[config.mk]
export PLATFORM = sky130hd
export DESIGN_NAME = dbg_acc_port
export DESIGN_NICKNAME = d
export VERILOG_FILES = /design/src/rtl/dbgacc_pkg.sv /design/src/rtl/dbgacc_shifter.sv /design/src/rtl/dbgacc_dpregs.sv /design/src/rtl/dbgacc_apfsm.sv /design/src/rtl/dbg_acc_port.sv
export SDC_FILE = /design/constraint.sdc
export NUM_CORES = 1
export LEC_CHECK = 0
export BUFFER_PORTS_ARGS = -buffer_cell sky130_fd_sc_hd__buf_2
export CAP_MARGIN = 20
export CORE_UTILIZATION = 51
export DETAILED_ROUTE_END_ITERATION = 8
export GPL_ROUTABILITY_DRIVEN = 1
export PLACE_DENSITY = 0.76
export SYNTH_ARGS = -nofsm -noshare
export SYNTH_HDL_FRONTEND = slang
export SYNTH_SLANG_ARGS = --single-unit
[constraint.sdc]
create_clock -name clk -period 1.7 [get_ports clk]
set_clock_uncertainty 0.1 [all_clocks]
set_input_delay 0.085 -clock clk [delete_from_list [all_inputs] [get_ports clk]]
set_output_delay 0.085 -clock clk [all_outputs]
set_load 0.1 [all_outputs]
[src/rtl/dbgacc_pkg.sv]
package dbgacc_pkg;
    localparam int DW = 32;
    localparam logic [2:0] ACK_OK   = 3'b010;
    localparam logic [2:0] ACK_WAIT = 3'b001;

    localparam int B_ORDET  = 0;
    localparam int B_STORUN = 1;
    localparam int B_STERR  = 5;
    localparam int B_DBGREQ = 28;
    localparam int B_DBGACK = 29;
    localparam int B_SYSREQ = 30;
    localparam int B_SYSACK = 31;

    typedef enum logic [1:0] {
        DP_RSVD  = 2'd0,
        DP_CTRL  = 2'd1,
        DP_SEL   = 2'd2,
        DP_RDBUF = 2'd3
    } dp_reg_e;

    typedef enum logic {
        AP_IDLE = 1'b0,
        AP_BUSY = 1'b1
    } ap_state_e;
endpackage

[src/rtl/dbgacc_shifter.sv]
module dbgacc_shifter #(
    parameter int W = 35
) (
    input  logic         clk,
    input  logic         rst_n,
    input  logic         capture,
    input  logic         shift,
    input  logic         tdi,
    input  logic [W-1:0] cap_word,
    output logic [W-1:0] word,
    output logic         tdo
);
    logic [W-1:0] sr_q;

    always_ff @(posedge clk or negedge rst_n) begin
        if (!rst_n)       sr_q <= '0;
        else if (capture) sr_q <= cap_word;
        else if (shift)   sr_q <= {tdi, sr_q[W-1:1]};
    end

    assign word = sr_q;
    assign tdo  = sr_q[0];
endmodule

[src/rtl/dbgacc_dpregs.sv]
module dbgacc_dpregs
    import dbgacc_pkg::*;
#(
    parameter int PWR_DLY = 4,
    parameter int APSEL_W = 8,
    parameter int BANK_W  = 4
) (
    input  logic          clk,
    input  logic          rst_n,
    input  logic          wr_ctrl,
    input  logic          wr_sel,
    input  logic [DW-1:0] wdata,
    input  logic          set_orun,
    input  logic          set_err,
    output logic [DW-1:0] ctrl_word,
    output logic [DW-1:0] sel_word,
    output logic          orun_det,
    output logic          sticky_any
);
    localparam int CW = $clog2(PWR_DLY + 1);
    localparam logic [DW-1:0] SEL_MASK =
        {{APSEL_W{1'b1}}, {(DW-APSEL_W-BANK_W-4){1'b0}}, {BANK_W{1'b1}}, 4'b0000};

    logic ordet_q, storun_q, sterr_q;
    logic [1:0] pwr_req, pwr_ack;
    logic [DW-1:0] sel_q;

    always_ff @(posedge clk or negedge rst_n) begin
        if (!rst_n) begin
            ordet_q  <= 1'b0;
            storun_q <= 1'b0;
            sterr_q  <= 1'b0;
            pwr_req  <= 2'b00;
            sel_q    <= '0;
        end else begin
            if (wr_ctrl) begin
                ordet_q    <= wdata[B_ORDET];
                pwr_req[0] <= wdata[B_DBGREQ];
                pwr_req[1] <= wdata[B_SYSREQ];
            end
            storun_q <= (storun_q & ~(wr_ctrl & wdata[B_STORUN])) | set_orun;
            sterr_q  <= (sterr_q  & ~(wr_ctrl & wdata[B_STERR]))  | set_err;
            if (wr_sel) sel_q <= wdata & SEL_MASK;
        end
    end

    for (genvar d = 0; d < 2; d++) begin : g_pwr
        logic [CW-1:0] cnt_q;
        logic          ack_q;
        always_ff @(posedge clk or negedge rst_n) begin
            if (!rst_n) begin
                cnt_q <= '0;
                ack_q <= 1'b0;
            end else if (pwr_req[d] == ack_q) begin
                cnt_q <= '0;
            end else if (cnt_q == CW'(PWR_DLY - 1)) begin
                ack_q <= pwr_req[d];
                cnt_q <= '0;
            end else begin
                cnt_q <= cnt_q + 1'b1;
            end
        end
        assign pwr_ack[d] = ack_q;

        assert_pwr_ack_R9: assert property (@(posedge clk) disable iff (!rst_n)
            $rose(ack_q) |-> $past(pwr_req[d]));
    end

    always_comb begin
        ctrl_word           = '0;
        ctrl_word[B_ORDET]  = ordet_q;
        ctrl_word[B_STORUN] = storun_q;
        ctrl_word[B_STERR]  = sterr_q;
        ctrl_word[B_DBGREQ] = pwr_req[0];
        ctrl_word[B_DBGACK] = pwr_ack[0];
        ctrl_word[B_SYSREQ] = pwr_req[1];
        ctrl_word[B_SYSACK] = pwr_ack[1];
    end

    assign sel_word   = sel_q;
    assign orun_det   = ordet_q;
    assign sticky_any = storun_q | sterr_q;

    assert_orun_hold_R7: assert property (@(posedge clk) disable iff (!rst_n)
        (storun_q && !(wr_ctrl && wdata[B_STORUN])) |=> storun_q);
    assert_err_hold_R6: assert property (@(posedge clk) disable iff (!rst_n)
        (sterr_q && !(wr_ctrl && wdata[B_STERR])) |=> sterr_q);
endmodule

[src/rtl/dbgacc_apfsm.sv]
module dbgacc_apfsm
    import dbgacc_pkg::*;
#(
    parameter int APSEL_W = 8,
    parameter int ADDR_W  = 8
) (
    input  logic               clk,
    input  logic               rst_n,
    input  logic               launch,
    input  logic               wr,
    input  logic [ADDR_W-1:0]  addr,
    input  logic [APSEL_W-1:0] apsel,
    input  logic [DW-1:0]      wdata,
    input  logic               ap_done,
    input  logic [DW-1:0]      ap_rdata,
    input  logic               ap_err,
    output logic               busy,
    output logic               ap_req,
    output logic               ap_wr,
    output logic [ADDR_W-1:0]  ap_addr,
    output logic [APSEL_W-1:0] ap_sel,
    output logic [DW-1:0]      ap_wdata,
    output logic               resp_valid,
    output logic               resp_rd,
    output logic [DW-1:0]      resp_data,
    output logic               resp_err
);
    ap_state_e st_q, st_nx;
    logic               wr_q;
    logic [ADDR_W-1:0]  addr_q;
    logic [APSEL_W-1:0] sel_q;
    logic [DW-1:0]      wdata_q;

    always_ff @(posedge clk or negedge rst_n) begin
        if (!rst_n) st_q <= AP_IDLE;
        else        st_q <= st_nx;
    end

    always_comb begin
        st_nx = st_q;
        unique case (st_q)
            AP_IDLE: if (launch)  st_nx = AP_BUSY;
            AP_BUSY: if (ap_done) st_nx = AP_IDLE;
        endcase
    end

    always_ff @(posedge clk or negedge rst_n) begin
        if (!rst_n) begin
            wr_q    <= 1'b0;
            addr_q  <= '0;
            sel_q   <= '0;
            wdata_q <= '0;
        end else if (launch && st_q == AP_IDLE) begin
            wr_q    <= wr;
            addr_q  <= addr;
            sel_q   <= apsel;
            wdata_q <= wdata;
        end
    end

    always_comb begin
        busy       = (st_q == AP_BUSY);
        ap_req     = (st_q == AP_BUSY);
        resp_valid = (st_q == AP_BUSY) && ap_done;
        ap_wr      = wr_q;
        ap_addr    = addr_q;
        ap_sel     = sel_q;
        ap_wdata   = wdata_q;
        resp_rd    = !wr_q;
        resp_data  = ap_rdata;
        resp_err   = ap_err;
    end

    assert_req_held_R5: assert property (@(posedge clk) disable iff (!rst_n)
        (ap_req && !ap_done) |=> (ap_req && $stable(ap_addr) && $stable(ap_wdata) && $stable(ap_wr)));
endmodule

[src/rtl/dbg_acc_port.sv]
module dbg_acc_port
    import dbgacc_pkg::*;
#(
    parameter int PWR_DLY = 4,
    parameter int APSEL_W = 8,
    parameter int BANK_W  = 4
) (
    input  logic               clk,
    input  logic               rst_n,
    input  logic               sel_dp,
    input  logic               sel_ap,
    input  logic               capture,
    input  logic               shift,
    input  logic               update,
    input  logic               tdi,
    output logic               tdo,
    output logic               ap_req,
    output logic               ap_wr,
    output logic [APSEL_W-1:0] ap_sel,
    output logic [BANK_W+3:0]  ap_addr,
    output logic [DW-1:0]      ap_wdata,
    input  logic               ap_done,
    input  logic [DW-1:0]      ap_rdata,
    input  logic               ap_err
);
    localparam int SW     = DW + 3;
    localparam int ADDR_W = BANK_W + 4;

    logic cap_en, sh_en, upd_dp, upd_ap;
    logic [SW-1:0] scan_word, cap_word;
    logic [2:0]    ack_now;
    logic [1:0]    req_a;
    logic          req_rnw;
    logic [DW-1:0] req_data, rd_q, rd_next, ctrl_word, sel_word;
    logic          rd_load, busy_cap_q, busy, orun_det, sticky_any;
    logic          wr_ctrl, wr_sel, set_orun, launch;
    logic          resp_valid, resp_rd, resp_err;
    logic [DW-1:0] resp_data;

    assign cap_en   = capture & (sel_dp | sel_ap);
    assign sh_en    = shift & (sel_dp | sel_ap);
    assign upd_dp   = update & sel_dp;
    assign upd_ap   = update & sel_ap & ~sel_dp;
    assign ack_now  = (busy && !orun_det) ? ACK_WAIT : ACK_OK;
    assign cap_word = {rd_q, ack_now};
    assign req_rnw  = scan_word[0];
    assign req_a    = scan_word[2:1];
    assign req_data = scan_word[SW-1:3];

    dbgacc_shifter #(.W(SW)) u_shift (
        .clk(clk), .rst_n(rst_n), .capture(cap_en), .shift(sh_en), .tdi(tdi),
        .cap_word(cap_word), .word(scan_word), .tdo(tdo)
    );

    dbgacc_dpregs #(.PWR_DLY(PWR_DLY), .APSEL_W(APSEL_W), .BANK_W(BANK_W)) u_regs (
        .clk(clk), .rst_n(rst_n), .wr_ctrl(wr_ctrl), .wr_sel(wr_sel), .wdata(req_data),
        .set_orun(set_orun), .set_err(resp_valid & resp_err),
        .ctrl_word(ctrl_word), .sel_word(sel_word), .orun_det(orun_det), .sticky_any(sticky_any)
    );

    dbgacc_apfsm #(.APSEL_W(APSEL_W), .ADDR_W(ADDR_W)) u_ap (
        .clk(clk), .rst_n(rst_n), .launch(launch), .wr(~req_rnw),
        .addr({sel_word[4 +: BANK_W], req_a, 2'b00}),
        .apsel(sel_word[DW-1 -: APSEL_W]), .wdata(req_data),
        .ap_done(ap_done), .ap_rdata(ap_rdata), .ap_err(ap_err),
        .busy(busy), .ap_req(ap_req), .ap_wr(ap_wr), .ap_addr(ap_addr), .ap_sel(ap_sel),
        .ap_wdata(ap_wdata), .resp_valid(resp_valid), .resp_rd(resp_rd),
        .resp_data(resp_data), .resp_err(resp_err)
    );

    always_comb begin
        wr_ctrl  = 1'b0;
        wr_sel   = 1'b0;
        set_orun = 1'b0;
        launch   = 1'b0;
        rd_load  = 1'b0;
        rd_next  = rd_q;
        if (upd_dp || upd_ap) begin
            if (busy_cap_q) begin
                set_orun = orun_det;
            end else if (upd_dp) begin
                if (req_rnw) begin
                    rd_load = 1'b1;
                    unique case (dp_reg_e'(req_a))
                        DP_CTRL:  rd_next = ctrl_word;
                        DP_SEL:   rd_next = sel_word;
                        DP_RDBUF: rd_next = rd_q;
                        default:  rd_next = '0;
                    endcase
                end else begin
                    wr_ctrl = (req_a == DP_CTRL);
                    wr_sel  = (req_a == DP_SEL);
                end
            end else if (!sticky_any) begin
                launch = 1'b1;
            end
        end
        if (resp_valid && resp_rd) begin
            rd_load = 1'b1;
            rd_next = resp_data;
        end
    end

    always_ff @(posedge clk or negedge rst_n) begin
        if (!rst_n) begin
            rd_q       <= '0;
            busy_cap_q <= 1'b0;
        end else begin
            if (rd_load) rd_q <= rd_next;
            if (cap_en)  busy_cap_q <= busy;
        end
    end

    assert_ack_legal_R2: assert property (@(posedge clk) disable iff (!rst_n)
        cap_en |=> (scan_word[2:0] == ACK_OK || scan_word[2:0] == ACK_WAIT));
    assert_wait_drop_R2: assert property (@(posedge clk) disable iff (!rst_n)
        ((upd_dp || upd_ap) && busy_cap_q && !ap_req) |=> !ap_req);
    assert_sticky_discard_R8: assert property (@(posedge clk) disable iff (!rst_n)
        (upd_ap && !busy_cap_q && sticky_any && !ap_req) |=> !ap_req);
endmodule

==> results.md <==
* Area grow syn2layout at 29.5%
* Maximum clock path buffer count at 2
* Buffers on Ports at 90
* Final #Nets at 695
* Clock sink count at 141
* Crit path capture type: register
* Maximum clock rate at 0.610 GHz
* Outcome: finished, violations left
* # rows at 39
* CP cell instances: nor4b_4, nand3_4, buf_12, mux2_4
* DRC errors left at 7
* Worst EP arrival at 1.84 ns
* HP Class: in -> async
* Cell Area, Synth at 6140 um^2
* Final Setup Violations at 0
* Placed cell area at 6850 um^2
* Gr usage total at 0.239
* Final Wtd Congestion at 0.849
* Residual antenna-violating net count after detailed routing at 0
* Chip height at 112 um
* Clock latency at the later pin of the worst-skew pair at 0.42 ns
* Crit path max-delay family: simple AND/OR/NAND/NOR gates
* Crit path buffers/inverters at 1
* First-pass GRT wire length at 22900 um
* Yosys reg bits at 141
* DRT Pass-1 Iters at 7
* Ports at 93
* Die area at 12500 um^2
* Vias at 4466
* CP startpoint kind: register
* Synth Flop Type: dfrtp_1
* Required @ worst endpoint at 1.90 ns
* Failing checks: DRC
* Worst-Margin Slew at 0.657 ns
* Number of global-route vias before repair at 4485
* Core Box Area at 11600 um^2
* Layout cells sized above 1 at 0.343
* Leakage at 4.11 nW
* Post-CTS Setup Inserts at 0
* Vias per cell at 5.55
* Initial core utilization at 0.531
* Iter 0 DRT Violations at 358
* Slowest-stage cell, CP: dfrtp_1
* Distinct cell type count after synthesis at 37
* Final Hold Vio Count at 0
* CTS buffer count at 17
* Pwr dens at 2010 nW/um^2
* Ys Warns at 0
* Inserted Diodes at 0
* Root buffer cell: clkbuf_16
* Syn_area_per_cell at 12.2 um^2
* Peak supply drop at 1080 uV
* Max-slew violations at 0
* DR WL/cell at 17.7 um
* Critical path class: reg -> reg
* Pin count of the biggest net entering global routing at 50
* Sequential share of the synthesized area at 0.575
* Slew headroom at 0.561
* Maxcap violations at 0
* Initial antenna violation count at 0
* Die X at 112 um
* Total gr overflow at 0
* DP HPWL at 9130 um
* Minimum clock period at 1.64 ns
* Cells after Synth at 505
* Asr flop ratio synth at 1.00
* Post-Layout Inst Area at 7950 um^2
* CTS tree: done
* Slowest cell delay on critical path at 0.43 ns
* Drt total wl at 14200 um
* Final WS setup at 0.0595 ns
* Crit path max fanout at 23
* Final Cycle Share at 0.965
* Post-synth EDFFs at 0
* Worst-path clk slew at 0.06 ns
* H-Tree Depth at 4
* RSZ-0062 raised after global routing: yes
* DP Worst Slack at -0.115 ns
metrics by stage:
stage	setup TNS (ns)	std cells	utilization	hold slack [ns]	total power, mW
2_1_floorplan	-0.00255	506	-	-0.311	10.6
3_3_place_gp	-0.0970	731	0.593	-0.0988	11.7
3_5_place_dp	-1.04	731	0.593	-0.101	11.9
4_1_cts	0	803	0.682	0.0273	15.9
5_1_grt	-0.0716	804	0.687	0.0338	16.6
6_report	0	804	0.687	0.0233	15.9
layer usage:
layer	global-route usage	vias to the layer above	routed length (um)	share of wire
met5	0	-	0	0
met4	0.0892	0	270	0.019
met3	0.0528	30	749	0.053
met2	0.402	170	7160	0.50
met1	0.304	2224	6020	0.42
li1	-	2042	-	-
cell usage after synthesis (all sizes together) (2+ instances only):
| cell type | number | area share |
|---|---|---|
| nand4 | 2 | 0.0020 |
| nor2b | 2 | 0.0020 |
| nor3 | 3 | 0.0024 |
| ha | 5 | 0.010 |
| clkbuf | 8 | 0.0049 |
| dfrtp | 141 | 0.58 |
| inv | 4 | 0.0024 |
| or2 | 3 | 0.0031 |
| a31oi | 9 | 0.0092 |
| mux2 | 62 | 0.14 |
| buf | 24 | 0.029 |
| o22ai | 6 | 0.0061 |
| nor2 | 12 | 0.0073 |
| mux2i | 29 | 0.047 |
| xnor2 | 2 | 0.0029 |
| o21ai | 42 | 0.035 |
| nand3 | 28 | 0.025 |
| nor4 | 5 | 0.0051 |
| nand4b | 3 | 0.0067 |
| nor3b | 4 | 0.0049 |
| nand2 | 92 | 0.057 |
| a22oi | 5 | 0.0061 |
| a21oi | 10 | 0.0082 |
final timing paths:
check | startpoint | end | slack (ns) | depth (start not counted)
setup / recovery | u_regs.storun_q | u_ap.ap_sel[5] | 0.06 | 4
hold / removal | rst_n | u_ap.ap_addr[6] | 0.02 | 2
setup reg to reg | u_regs.storun_q | u_ap.ap_sel[5] | 0.06 | 4
hold reg to reg | u_regs.g_pwr[0].cnt_q[0] | u_regs.g_pwr[0].cnt_q[0] | 0.34 | 1
max in group asynchronous | rst_n | u_shift.word[1] | 0.91 | 3
min in group clk | sel_ap | u_shift.word[0] | 0.12 | 4
worst reg2reg max path: stages (launching register included):
cell and delay, ns:
dfrtp_1 0.43, nor4b_4 0.32, nand3_4 0.16, buf_12 0.20
mux2_4 0.33
state kept, by name, summed over array words and instances, names as in the netlist, 2 cells and up:
name / cells
u_regs.g_pwr.ack_q: 2
u_regs.sel_word: 12
u_regs.g_pwr.cnt_q: 6
u_shift.word: 35
u_ap.ap_sel: 8
u_regs.pwr_req: 2
rd_q: 32
u_ap.ap_wdata: 32
u_ap.ap_addr: 6
cells by family after synthesis:
group / Yosys count / share of synthesized area
xor gates and xnor gates: 2 / 0.00286
buffers and inverters: 36 / 0.0367
adders and majority gates: 5 / 0.0102
AOI/OAI and AO/OA: 73 / 0.0661
and+or+nand+nor: 156 / 0.121
DFF: 141 / 0.575
muxes: 91 / 0.187
other: 1 / 0.000611
layout make-up:
| class | count | area [um^2] |
|---|---|---|
| well taps | 143 | 179 |
| clock buffers | 18 | 439 |
| inverters | 4 | 15.0 |
| flip-flops and latches | 141 | 3540 |
| multi-input cells | 329 | 2450 |
| clock inverters | 14 | 181 |
| repair buffers | 155 | 1140 |
| fillers | 764 | 3620 |
layout by cell type (no fill, tap or decap), types with 9 or more instances in the layout:
| cell | Yosys | routed |
|---|---|---|
| a21oi_1 | 10 | 10 |
| a31oi_1 | 9 | 9 |
| buf_2 | 9 | 89 |
| buf_4 | 7 | 16 |
| clkbuf_16 | 0 | 18 |
| dfrtp_1 | 141 | 137 |
| dlygate4sd3_1 | 0 | 40 |
| mux2_2 | 19 | 19 |
| mux2_4 | 43 | 43 |
| mux2i_1 | 29 | 29 |
| nand2_1 | 91 | 91 |
| nand3_1 | 27 | 27 |
| nor2_1 | 12 | 10 |
| o21ai_0 | 38 | 37 |
repair_timing:
action | in CTS | in global routing
hold endpoints to repair | 181 | 0
hold buffers | 40 | 0
gates resized for setup | 3 | 8
setup endpoints to repair | 35 | 14
gates cloned | 0 | 1
report_power, final:
group | switching (mW) | internal (mW) | leakage, nW
clock | 1.49 | 2.37 | 0.290
combinational | 4.61 | 1.77 | 1.96
sequential | 1.01 | 4.68 | 1.86
Power figures use the tool's default switching activity.
